--- src/rtl/nand_reorder_pkg.sv ---
package nand_reorder_pkg;

   // Field of the flash layout that the current byte belongs to
   typedef enum logic [1:0] {
      FLD_DATA = 2'd0,
      FLD_USER = 2'd1,
      FLD_PAR  = 2'd2,
      FLD_TAIL = 2'd3
   } fld_e;

   function automatic int unsigned width_of(input int unsigned n);
      return (n < 2) ? 1 : $clog2(n);
   endfunction

endpackage

--- src/rtl/nrp_position.sv ---
// Walks the flash layout: step index, field and offset inside the field.
module nrp_position
   import nand_reorder_pkg::*;
#(
   parameter int unsigned STEPS   = 2,
   parameter int unsigned CHUNK_B = 1024,
   parameter int unsigned USER_B  = 2,
   parameter int unsigned PAR_B   = 14,
   parameter int unsigned TAIL_B  = 32,
   parameter int unsigned SW      = 1,
   parameter int unsigned OW      = 10
) (
   input  logic          clk,
   input  logic          rst_n,
   input  logic          adv,
   output logic [SW-1:0] step,
   output fld_e          fld,
   output logic [OW-1:0] off,
   output logic          page_last
);

   localparam logic [OW-1:0] CHUNK_END = OW'(CHUNK_B - 1);
   localparam logic [OW-1:0] USER_END  = OW'(USER_B - 1);
   localparam logic [OW-1:0] PAR_END   = OW'(PAR_B - 1);
   localparam logic [OW-1:0] TAIL_END  = OW'((TAIL_B > 0) ? TAIL_B - 1 : 0);
   localparam logic [SW-1:0] STEP_END  = SW'(STEPS - 1);

   logic [SW-1:0] nxt_step;
   fld_e          nxt_fld;
   logic [OW-1:0] nxt_off;
   fld_e          after_par;

   // Variant: with no spare tail the page wraps straight after the last parity byte
   generate
      if (TAIL_B > 0) begin : g_tail
         assign after_par = FLD_TAIL;
         assign page_last = (fld == FLD_TAIL) && (off == TAIL_END);
      end else begin : g_no_tail
         assign after_par = FLD_DATA;
         assign page_last = (fld == FLD_PAR) && (step == STEP_END) && (off == PAR_END);
      end
   endgenerate

   always_comb begin
      nxt_step = step;
      nxt_fld  = fld;
      nxt_off  = off + 1'b1;
      unique case (fld)
         FLD_DATA: begin
            if (off == CHUNK_END) begin
               nxt_fld = FLD_USER;
               nxt_off = '0;
            end
         end
         FLD_USER: begin
            if (off == USER_END) begin
               nxt_fld = FLD_PAR;
               nxt_off = '0;
            end
         end
         FLD_PAR: begin
            if (off == PAR_END) begin
               nxt_off = '0;
               if (step == STEP_END) begin
                  nxt_step = '0;
                  nxt_fld  = after_par;
               end else begin
                  nxt_step = step + 1'b1;
                  nxt_fld  = FLD_DATA;
               end
            end
         end
         default: begin
            if (off == TAIL_END) begin
               nxt_step = '0;
               nxt_fld  = FLD_DATA;
               nxt_off  = '0;
            end
         end
      endcase
   end

   always_ff @(posedge clk) begin
      if (!rst_n) begin
         step <= '0;
         fld  <= FLD_DATA;
         off  <= '0;
      end else if (adv) begin
         step <= nxt_step;
         fld  <= nxt_fld;
         off  <= nxt_off;
      end
   end

endmodule

--- src/rtl/nrp_addr_gen.sv ---
// Maps (step, field, offset) to the memory-side write address.
module nrp_addr_gen
   import nand_reorder_pkg::*;
#(
   parameter int unsigned STEPS   = 2,
   parameter int unsigned CHUNK_B = 1024,
   parameter int unsigned USER_B  = 2,
   parameter int unsigned PAR_B   = 14,
   parameter int unsigned SW      = 1,
   parameter int unsigned OW      = 10,
   parameter int unsigned AW      = 12
) (
   input  logic [SW-1:0] step,
   input  fld_e          fld,
   input  logic [OW-1:0] off,
   output logic [AW-1:0] addr
);

   localparam int unsigned PAIR_B   = USER_B + PAR_B;
   localparam logic [AW-1:0] SPARE0 = AW'(STEPS * CHUNK_B);
   localparam logic [AW-1:0] TAIL0  = AW'(STEPS * CHUNK_B + STEPS * PAIR_B);
   localparam logic [AW-1:0] USER_A = AW'(USER_B);

   logic [AW-1:0] data_base;
   logic [AW-1:0] pair_base;
   logic [AW-1:0] off_w;

   assign off_w = AW'(off);

   // Variant: power-of-two chunks place the step index by shifting
   generate
      if ((CHUNK_B & (CHUNK_B - 1)) == 0) begin : g_shift
         assign data_base = AW'(step) << $clog2(CHUNK_B);
      end else begin : g_mult
         assign data_base = AW'(step) * AW'(CHUNK_B);
      end
   endgenerate

   assign pair_base = SPARE0 + AW'(step) * AW'(PAIR_B);

   always_comb begin
      unique case (fld)
         FLD_DATA: addr = data_base + off_w;
         FLD_USER: addr = pair_base + off_w;
         FLD_PAR:  addr = pair_base + USER_A + off_w;
         default:  addr = TAIL0 + off_w;
      endcase
   end

endmodule

--- src/rtl/nrp_sec_offset.sv ---
// Start of a section's correction region inside the spare area.
module nrp_sec_offset #(
   parameter int unsigned STEPS  = 2,
   parameter int unsigned USER_B = 2,
   parameter int unsigned PAR_B  = 14,
   parameter int unsigned SIW    = 2,
   parameter int unsigned SPW    = 6
) (
   input  logic [SIW-1:0] sec_idx,
   output logic           sec_ok,
   output logic [SPW-1:0] sec_offset
);

   localparam int unsigned PAIR_B = USER_B + PAR_B;
   localparam int unsigned XW     = SIW + SPW;

   logic [XW-1:0] span;

   assign sec_ok = (XW'(sec_idx) < XW'(STEPS));
   assign span   = XW'(USER_B) + XW'(sec_idx) * XW'(PAIR_B);

   always_comb begin
      if (sec_ok) sec_offset = span[SPW-1:0];
      else        sec_offset = '0;
   end

endmodule

--- src/rtl/nand_page_reorder.sv ---
module nand_page_reorder
   import nand_reorder_pkg::*;
#(
   parameter  int unsigned STEPS   = 2,
   parameter  int unsigned CHUNK_B = 1024,
   parameter  int unsigned USER_B  = 2,
   parameter  int unsigned PAR_B   = 14,
   parameter  int unsigned SPARE_B = 64,
   localparam int unsigned PAGE_B  = STEPS * CHUNK_B + SPARE_B,
   localparam int unsigned AW      = width_of(PAGE_B),
   localparam int unsigned SW      = width_of(STEPS),
   localparam int unsigned SIW     = SW + 1,
   localparam int unsigned SPW     = width_of(SPARE_B)
) (
   input  logic           clk,
   input  logic           rst_n,
   input  logic           in_valid,
   output logic           in_ready,
   input  logic [7:0]     in_data,
   output logic           out_valid,
   input  logic           out_ready,
   output logic [7:0]     out_data,
   output logic [AW-1:0]  out_addr,
   output logic           page_done,
   input  logic [SIW-1:0] sec_idx,
   output logic           sec_ok,
   output logic [SPW-1:0] sec_offset
);

   localparam int unsigned PAIR_B = USER_B + PAR_B;
   localparam int unsigned TAIL_B = SPARE_B - STEPS * PAIR_B;
   localparam int unsigned MAXF_A = (CHUNK_B > PAR_B) ? CHUNK_B : PAR_B;
   localparam int unsigned MAXF_B = (USER_B > TAIL_B) ? USER_B : TAIL_B;
   localparam int unsigned MAXF   = (MAXF_A > MAXF_B) ? MAXF_A : MAXF_B;
   localparam int unsigned OW     = width_of(MAXF);

   // Elaboration-time parameter checks
   generate
      if (STEPS < 1)   begin : g_bad_steps  $error("STEPS must be at least 1"); end
      if (CHUNK_B < 1) begin : g_bad_chunk  $error("CHUNK_B must be at least 1"); end
      if (USER_B < 1)  begin : g_bad_user   $error("USER_B must be at least 1"); end
      if (PAR_B < 1)   begin : g_bad_par    $error("PAR_B must be at least 1"); end
      if (SPARE_B < STEPS * PAIR_B) begin : g_bad_spare
         $error("SPARE_B too small for user and parity bytes of all steps");
      end
   endgenerate

   logic [SW-1:0] cur_step;
   fld_e          cur_fld;
   logic [OW-1:0] cur_off;
   logic          cur_last;
   logic [AW-1:0] cur_addr;
   logic          accept;
   logic          out_last;

   assign in_ready = !out_valid || out_ready;
   assign accept   = in_valid && in_ready;

   nrp_position #(
      .STEPS(STEPS), .CHUNK_B(CHUNK_B), .USER_B(USER_B), .PAR_B(PAR_B),
      .TAIL_B(TAIL_B), .SW(SW), .OW(OW)
   ) u_pos (
      .clk(clk), .rst_n(rst_n), .adv(accept),
      .step(cur_step), .fld(cur_fld), .off(cur_off), .page_last(cur_last)
   );

   nrp_addr_gen #(
      .STEPS(STEPS), .CHUNK_B(CHUNK_B), .USER_B(USER_B), .PAR_B(PAR_B),
      .SW(SW), .OW(OW), .AW(AW)
   ) u_addr (
      .step(cur_step), .fld(cur_fld), .off(cur_off), .addr(cur_addr)
   );

   nrp_sec_offset #(
      .STEPS(STEPS), .USER_B(USER_B), .PAR_B(PAR_B), .SIW(SIW), .SPW(SPW)
   ) u_sec (
      .sec_idx(sec_idx), .sec_ok(sec_ok), .sec_offset(sec_offset)
   );

   // Single output register stage
   always_ff @(posedge clk) begin
      if (!rst_n) begin
         out_valid <= 1'b0;
         out_data  <= '0;
         out_addr  <= '0;
         out_last  <= 1'b0;
         page_done <= 1'b0;
      end else begin
         page_done <= out_valid && out_ready && out_last;
         if (accept) begin
            out_valid <= 1'b1;
            out_data  <= in_data;
            out_addr  <= cur_addr;
            out_last  <= cur_last;
         end else if (out_ready) begin
            out_valid <= 1'b0;
         end
      end
   end

endmodule

--- config.mk ---
export PLATFORM = sky130hd
export DESIGN_NAME = nand_page_reorder
export DESIGN_NICKNAME = d
export VERILOG_FILES = /design/src/rtl/nand_reorder_pkg.sv /design/src/rtl/nrp_position.sv /design/src/rtl/nrp_addr_gen.sv /design/src/rtl/nrp_sec_offset.sv /design/src/rtl/nand_page_reorder.sv
export SDC_FILE = /design/constraint.sdc
export NUM_CORES = 1
export LEC_CHECK = 0
export BUFFER_PORTS_ARGS = -buffer_cell sky130_fd_sc_hd__buf_2
export CORE_MARGIN = 4
export CORE_UTILIZATION = 58
export DETAILED_ROUTE_END_ITERATION = 10
export PLACE_DENSITY_LB_ADDON = 0.05
export SYNTH_ARGS = -nofsm -noshare
export SYNTH_HDL_FRONTEND = slang
export SYNTH_SLANG_ARGS = --single-unit
--- constraint.sdc ---
create_clock -name clk -period 3.2 [get_ports clk]
set_input_delay 0.64 -clock clk [delete_from_list [all_inputs] [get_ports clk]]
set_output_delay 0.64 -clock clk [all_outputs]
set_load 0.05 [all_outputs]
==> flow_summary_export.csv, run 1 <==
group,metric,value,unit
outcome,status,"completed",
setup_path,path_class,"flop to flop",
synth,seq_area_frac_synth,34.3,%
final_layout,area_growth,12.0,%
timing,worstMarginPinSlew,703,ps
global_route,grt_pass1_vias,1722,
timing,setup_violations,0,
final_layout,layout.nets,302,
clocking,clkTransAtPathRegs,110,ps
global_route,antenna_found_initial,0,
clocking,ctsResizeCount,0,
timing,clock.fmax,443,MHz
timing,setup-tns-final,0,ps
power,powerDensity,387,nW/um^2
power,power_frac_comb,18.7,%
power,power.leakage,1.06,nW
final_layout,nFillCells,302,
clocking,insertion_delay,340,ps
power,p_switching,0.000290,W
floorplan,core_area,3420,sq um
setup_path,timing.rr.start,"u_pos.off[7]$_SDFFE_PN0P_",
worst_hold_path,hold_path.startpoint,"out_last$_SDFFE_PN0P_",
floorplan,die_x,68.2,microns
clocking,clkSinkCount,36,
routing,first_iter_violations,182,
routing,wl,4.81,mm
timing,holdWs,457,ps
routing,drt-pass1-iter-count,4,
timing,finalCritPeriodShare,70.6,%
timing,hold_viol,0,
clocking,post_cts_buffers,0,
routing,wl_per_cell,14.7,microns
timing,period_minus_slack,2260,ps
synth,ys_async_sr_fraction,0,%
power,internal-power,0.000621,W
place,dp_hpwl,3.41,mm
global_route,grt_max_degree,43,
power,swShare,31.9,%
final_layout,mostFrequentLayoutCells,"buf_2, nand2_1, dfxtp_1, a21boi_0, nand3_1",
power,clkPwrFrac,28.7,%
synth,yosys.area.top_type_share,34.3,%
floorplan,dieArea,4650,sq um
synth,ys_types,61,
final_layout,layout-drive-gt1-share,20.6,%
clocking,cts_hold_buf,0,
routing,vias,1954,
power,peakVddDrop,288,uV
flow_run,cap_violations,0,
floorplan,fp.dieH,68.2,microns
power,seqPwrFrac,52.6,%
setup_path,cp-start-kind,"flop",
global_route,grt_pass1_wl,8.14,mm
clocking,ctsLongestPathBuffers,2,
floorplan,ios,44,
final_layout,fin_cells,328,
clocking,root_buffer,"clkbuf_4",
final_layout,n_antenna_cell,0,
synth,synth_top_area_cell,"dfxtp_1",
worst_hold_path,hp-class,"flop to flop",
setup_path,critPathLaunch,"u_pos.off[7]$_SDFFE_PN0P_",
timing,rsz0062_at_grt,"false",
synth,avgSynthCellArea,8.37,sq um
floorplan,initial_core_util,61.5,%
synth,syn_inst,251,
floorplan,rows,21,
timing,slew_violations,0,
timing,finalClockSkew,5.82,ps
routing,viasPerCell,5.96,
clocking,h-tree-depth,2,
place,dp.cells,320,
setup_path,cp_data_required_time,3440,ps
place,io_buffers,39,
synth,synth-seq-cells,36,
synth,synth.cell_area,2100,sq um
routing,drc,0,
timing,relSlewSlack,53.0,%
setup_path,cp-end-kind,"flop",
global_route,grt_usage,23.1,%
synth,yosysWarningCount,0,
setup_path,cp_max_fo,10,
clocking,cts_made_buffers,5,
setup_path,cp.arrival,2500,ps
synth,synth_ff_type,"dfxtp_1",
synth,synthTopCellsByArea,"dfxtp_1, nand2_1, ha_1, a21boi_0, o211a_1",
global_route,grt-ovfl-total,0,
routing,postRouteAntennaNets,0,
place,gp_congestion,0.942,
clocking,tritoncts,"done",
final_layout,layout_commonest_cell,"buf_2",
synth,synth_edf_count,0,
## final cells by class
class	instances	area, sq um	share of cell area, %
multi-input cells	186	1240	52.9
repair buffers	45	240	10.2
clock inverters	1	7.51	0.319
clock buffers	7	55.1	2.34
flip-flops and latches	36	721	30.6
well taps	46	57.6	2.45
inverters	7	26.3	1.12
## flip-flops by register name, indices dropped and copies added, names as in the netlist
| register | cells |
|---|---|
| out_last | 1 |
| u_pos.off | 10 |
| out_valid | 1 |
| u_pos.fld | 2 |
| out_addr | 12 |
| out_data | 8 |
| page_done | 1 |
| u_pos.step | 1 |
## per-stage QoR
stage | worst slack (ps) | cell area [sq um] | power, W | util, %
3_3_place_gp | 993 | 2290 | 0.000659 | 67.0
6_report | 940 | 2350 | 0.000911 | 68.9
5_1_grt | 735 | 2350 | 0.000953 | 68.9
4_1_cts | 925 | 2350 | 0.000916 | 68.9
3_5_place_dp | 946 | 2290 | 0.000661 | 67.0
2_1_floorplan | 942 | 2110 | 0.000622 | -
## worst paths after layout
check | to | slack (ps) | cells after the start
setup / recovery | u_pos.off[2]$_SDFFE_PN0P_ | 940 | 5
hold / removal | out_last$_SDFFE_PN0P_ | 460 | 2
setup reg to reg | u_pos.off[2]$_SDFFE_PN0P_ | 940 | 5
hold reg to reg | out_last$_SDFFE_PN0P_ | 460 | 2
## logic make-up (layout without fill, tap and decap cells)
logic type      count (synthesis)  in the layout  share of synthesized area [%]
compound gates                 67             67                           24.7
simple gates                   99             99                           25.7
mux                             3              3                           1.49
buf+inv                        32             60                           6.97
xor+xnor                        6              6                           2.50
other cells                     1              4                          0.179
fa+ha+maj                       7              7                           4.17
flops                          36             36                           34.3
## worst max-delay path: stages, from the launching register on
cell and delay, ps:
dfxtp_1 410, or4_4 610, or4b_4 520, a21oi_4 260, nor2_1 80, a211o_1 280
## power by group through the flow
stage / registers, W / logic [W] / clock network, W
floorplan: 0.000538 / 0.0000836 / 0
global placement: 0.000489 / 0.000171 / 0
detailed placement: 0.000489 / 0.000171 / 0
CTS: 0.000479 / 0.000172 / 0.000265
global route: 0.000482 / 0.000187 / 0.000283
finish: 0.000479 / 0.000171 / 0.000261
## layer usage
metal  part of all wire [%]  GRT usage (%)
met1                     44           31.2
met2                     47           36.6
met3                    7.6           4.43
met4                    1.9           8.19
met5                      0              0
## synth_stat cells, types with 5 or more instances
library cell,instances
a21boi_0,11
a21oi_1,7
and2_1,5
buf_4,5
clkbuf_1,15
dfxtp_1,36
ha_1,7
inv_1,7
nand2_1,38
nand3_1,9
nor2_1,8
o211a_1,6
o21ai_0,7
xor2_1,5
No activity file was read; power rests on OpenSTA's default activity.
==> run 2, diff against run 1 <==
ABC_AREA = 1   (was default)
CORE_UTILIZATION = 49   (was 58)
clock period = 1.95 ns   (was 3.2 ns; I/O delays follow)
==> run 2 against run 1 <==
Compared with the run above:
- register-to-register slack worse by 690 ps
- first-iteration DRC count is 9.9% higher
- via count is 8.8% higher
- largest power group unchanged
- non-clock buffer count is 2 lower
- worst hold slack worse by 110 ps
- worst setup slack worse by 690 ps
- synthesized cell count is 27% higher
- clock power is 100% higher
- critical path depth is 2 higher
- fmax is 33% higher
==> flow_summary_export.csv, run 2 <==
group,metric,value,unit
floorplan,ios,44,
power,power_frac_comb,18.6,%
clocking,tritoncts,"done",
routing,wl_per_cell,14.1,microns
timing,clock.fmax,589,MHz
final_layout,reg_top3,"out_addr (12), u_pos.off (10), out_data (8)",
timing,finalClockSkew,9.70,ps
floorplan,initial_core_util,51.7,%
final_layout,largest_reg_flops,12,
place,dp_hpwl,4.25,mm
power,internal-power,0.00110,W
power,seqPwrFrac,49.1,%
clocking,cts_made_buffers,5,
global_route,grt_usage,21.9,%
setup_path,cp_data_required_time,2120,ps
clocking,cts_hold_buf,0,
outcome,status,"completed",
timing,hold_viol,0,
clocking,ctsResizeCount,0,
clocking,clkTransAtPathRegs,80,ps
final_layout,fin_cells,406,
place,gp_congestion,0.946,
place,dp.cells,398,
synth,synth_common_cells,"nand2_1, nor2_1, dfxtp_1, inv_1, o21ai_0",
floorplan,rows,23,
synth,avgSynthCellArea,6.65,sq um
setup_path,max_stage_delay,480,ps
setup_path,rrSetupSlack,250,ps
synth,synth.cell_area,2110,sq um
floorplan,dieArea,5430,sq um
clocking,clkSinkCount,36,
timing,finalCritPeriodShare,87.1,%
setup_path,cp-endpoint,"out_addr[9]$_SDFFE_PN0P_",
final_layout,post-route-util,58.8,%
setup_path,cp_slowest_cell,"dfxtp_1",
power,peakVddDrop,478,uV
synth,synth_ff_type,"dfxtp_1",
final_layout,area_growth,13.7,%
timing,slew_violations,0,
global_route,grt_max_degree,23,
setup_path,timing.rr.start,"u_pos.off[6]$_SDFFE_PN0P_",
setup_path,cp.arrival,1870,ps
clocking,insertion_delay,290,ps
timing,period_minus_slack,1700,ps
setup_path,cp_max_fo,7,
timing,setup_ws,251,ps
synth,syn_inst,318,
setup_path,reg2regPathDepth,7,
timing,setup_violations,0,
clocking,h-tree-depth,2,
routing,first_iter_violations,200,
global_route,grt_pass1_wl,9.16,mm
global_route,grt-ovfl-total,0,
floorplan,fp.dieH,73.7,microns
timing,setup-tns-final,0,ps
synth,synth-seq-cells,36,
routing,postRouteAntennaNets,0,
floorplan,core_area,4090,sq um
power,swShare,32.1,%
routing,drc,0,
global_route,grt_pass1_vias,1865,
setup_path,cp-end-kind,"flop",
synth,synth_edf_count,0,
final_layout,mostFrequentLayoutCells,"nand2_1, nor2_1, buf_2, dfxtp_1, inv_1",
power,power.leakage,1.17,nW
global_route,antenna_found_initial,0,
clocking,post_cts_buffers,0,
synth,ys_types,32,
timing,rsz0062_at_grt,"false",
final_layout,n_antenna_cell,0,
routing,vias,2126,
final_layout,layout.nets,376,
synth,ys_async_sr_fraction,0,%
clocking,ctsLongestPathBuffers,2,
setup_path,crit_top_cell,"nand3_1",
setup_path,critPathLaunch,"u_pos.off[6]$_SDFFE_PN0P_",
synth,yosys.area.top_type_share,34.1,%
synth,synthTopCellsByArea,"dfxtp_1, nand2_1, nor2_1, o21ai_0, a21oi_1",
synth,synth_most_common_cell,"nand2_1",
place,io_buffers,39,
setup_path,cp-start-kind,"flop",
floorplan,die_x,73.7,microns
clocking,root_buffer,"clkbuf_8",
final_layout,top_register,"out_addr",
final_layout,layout-drive-gt1-share,19.4,%
power,totalPowerFinal,0.00161,W
place,pre_cts_ws,160,ps
worst_hold_path,hp-class,"primary input to flop",
final_layout,layout_commonest_cell,"nand2_1",
routing,drt-pass1-iter-count,4,
power,p_switching,0.000518,W
synth,yosysWarningCount,0,
routing,viasPerCell,5.24,
synth,synth_top_area_cell,"dfxtp_1",
setup_path,crit_path_cell_trace,"ha_1, nand3_1, xor2_1, o21ai_0, nand3_1, nand2_1, a21oi_1",
setup_path,path_class,"flop to flop",
power,clkPwrFrac,32.3,%
setup_path,r2r_end,"out_addr[9]$_SDFFE_PN0P_",
synth,seq_area_frac_synth,34.1,%
routing,wl,5.74,mm
flow_run,cap_violations,0,
power,powerDensity,672,nW/um^2
-- run 2: cell types whose count changed after synthesis, sizes merged, moves of 15 or more --
cell    delta
nor2      +45
inv       +28
o21ai     +20
nand3     +18
nand2     +28
a21oi     +17
a21boi    -15
-- run 2: critical path, delay by kind of cell, from the launching register on --
family,cells,cell delay [ps]
flip-flops,1,480
AO/OA/AOI/OAI,2,240
AND/OR/NAND/NOR,3,340
XOR/XNOR,1,210
adder cells (fa/ha/maj),1,330
-- run 2: logic make-up after synthesis --
kind of cell | Yosys count | synth area share (%)
DFF | 36 | 34.1
buffers and inverters | 52 | 11.2
xor gates and xnor gates | 7 | 2.90
adders and majority gates | 7 | 4.14
other | 1 | 0.177
AOI/OAI and AO/OA | 58 | 14.5
and+or+nand+nor | 157 | 33.0
-- run 2: layer usage --
| metal | track usage (%) | vias up | share of wire, % |
|---|---|---|---|
| met3 | 4.79 | 13 | 7.0 |
| li1 | - | 1098 | - |
| met5 | 0 | - | 0 |
| met2 | 33.5 | 77 | 45 |
| met1 | 30.4 | 938 | 47 |
| met4 | 7.04 | 0 | 1.6 |
-- run 2: power groups by stage --
| stage | clock, W | combinational, W | sequential [W] |
|---|---|---|---|
| floorplan | 0 | 0.000138 | 0.000904 |
| global placement | 0 | 0.000300 | 0.000810 |
| detailed placement | 0 | 0.000300 | 0.000810 |
| CTS | 0.000537 | 0.000301 | 0.000793 |
| global route | 0.000567 | 0.000325 | 0.000797 |
| finish | 0.000521 | 0.000300 | 0.000793 |
-- run 2: stage by stage --
step	hold WS, ps	instance area (sq um)
after global routing	357	2400
final	349	2400
after detailed placement	455	2320
after global placement	449	2320
after floorplan	419	2130
after CTS	342	2400
-- run 2: final cells by class --
cell class              count  area [sq um]
fillers                   386          1680
multi-input cells         233          1170
flip-flops and latches     36           722
inverters                  36           138
clock inverters             1          8.76
repair buffers             43           225
well taps                  50          62.6
clock buffers               7          76.3
-- run 2: worst min path at each step --
stage                                    end  depth (start not counted)                     start
floorplan               page_done$_SDFF_PN0_                          2     out_last$_SDFFE_PN0P_
global placement    out_addr[6]$_SDFFE_PN0P_                          2  out_addr[6]$_SDFFE_PN0P_
detailed placement  out_addr[0]$_SDFFE_PN0P_                          2  out_addr[0]$_SDFFE_PN0P_
CTS                 out_data[0]$_SDFFE_PN0P_                          3                in_data[0]
global route        out_data[7]$_SDFFE_PN0P_                          3                in_data[7]
finish              out_data[7]$_SDFFE_PN0P_                          3                in_data[7]
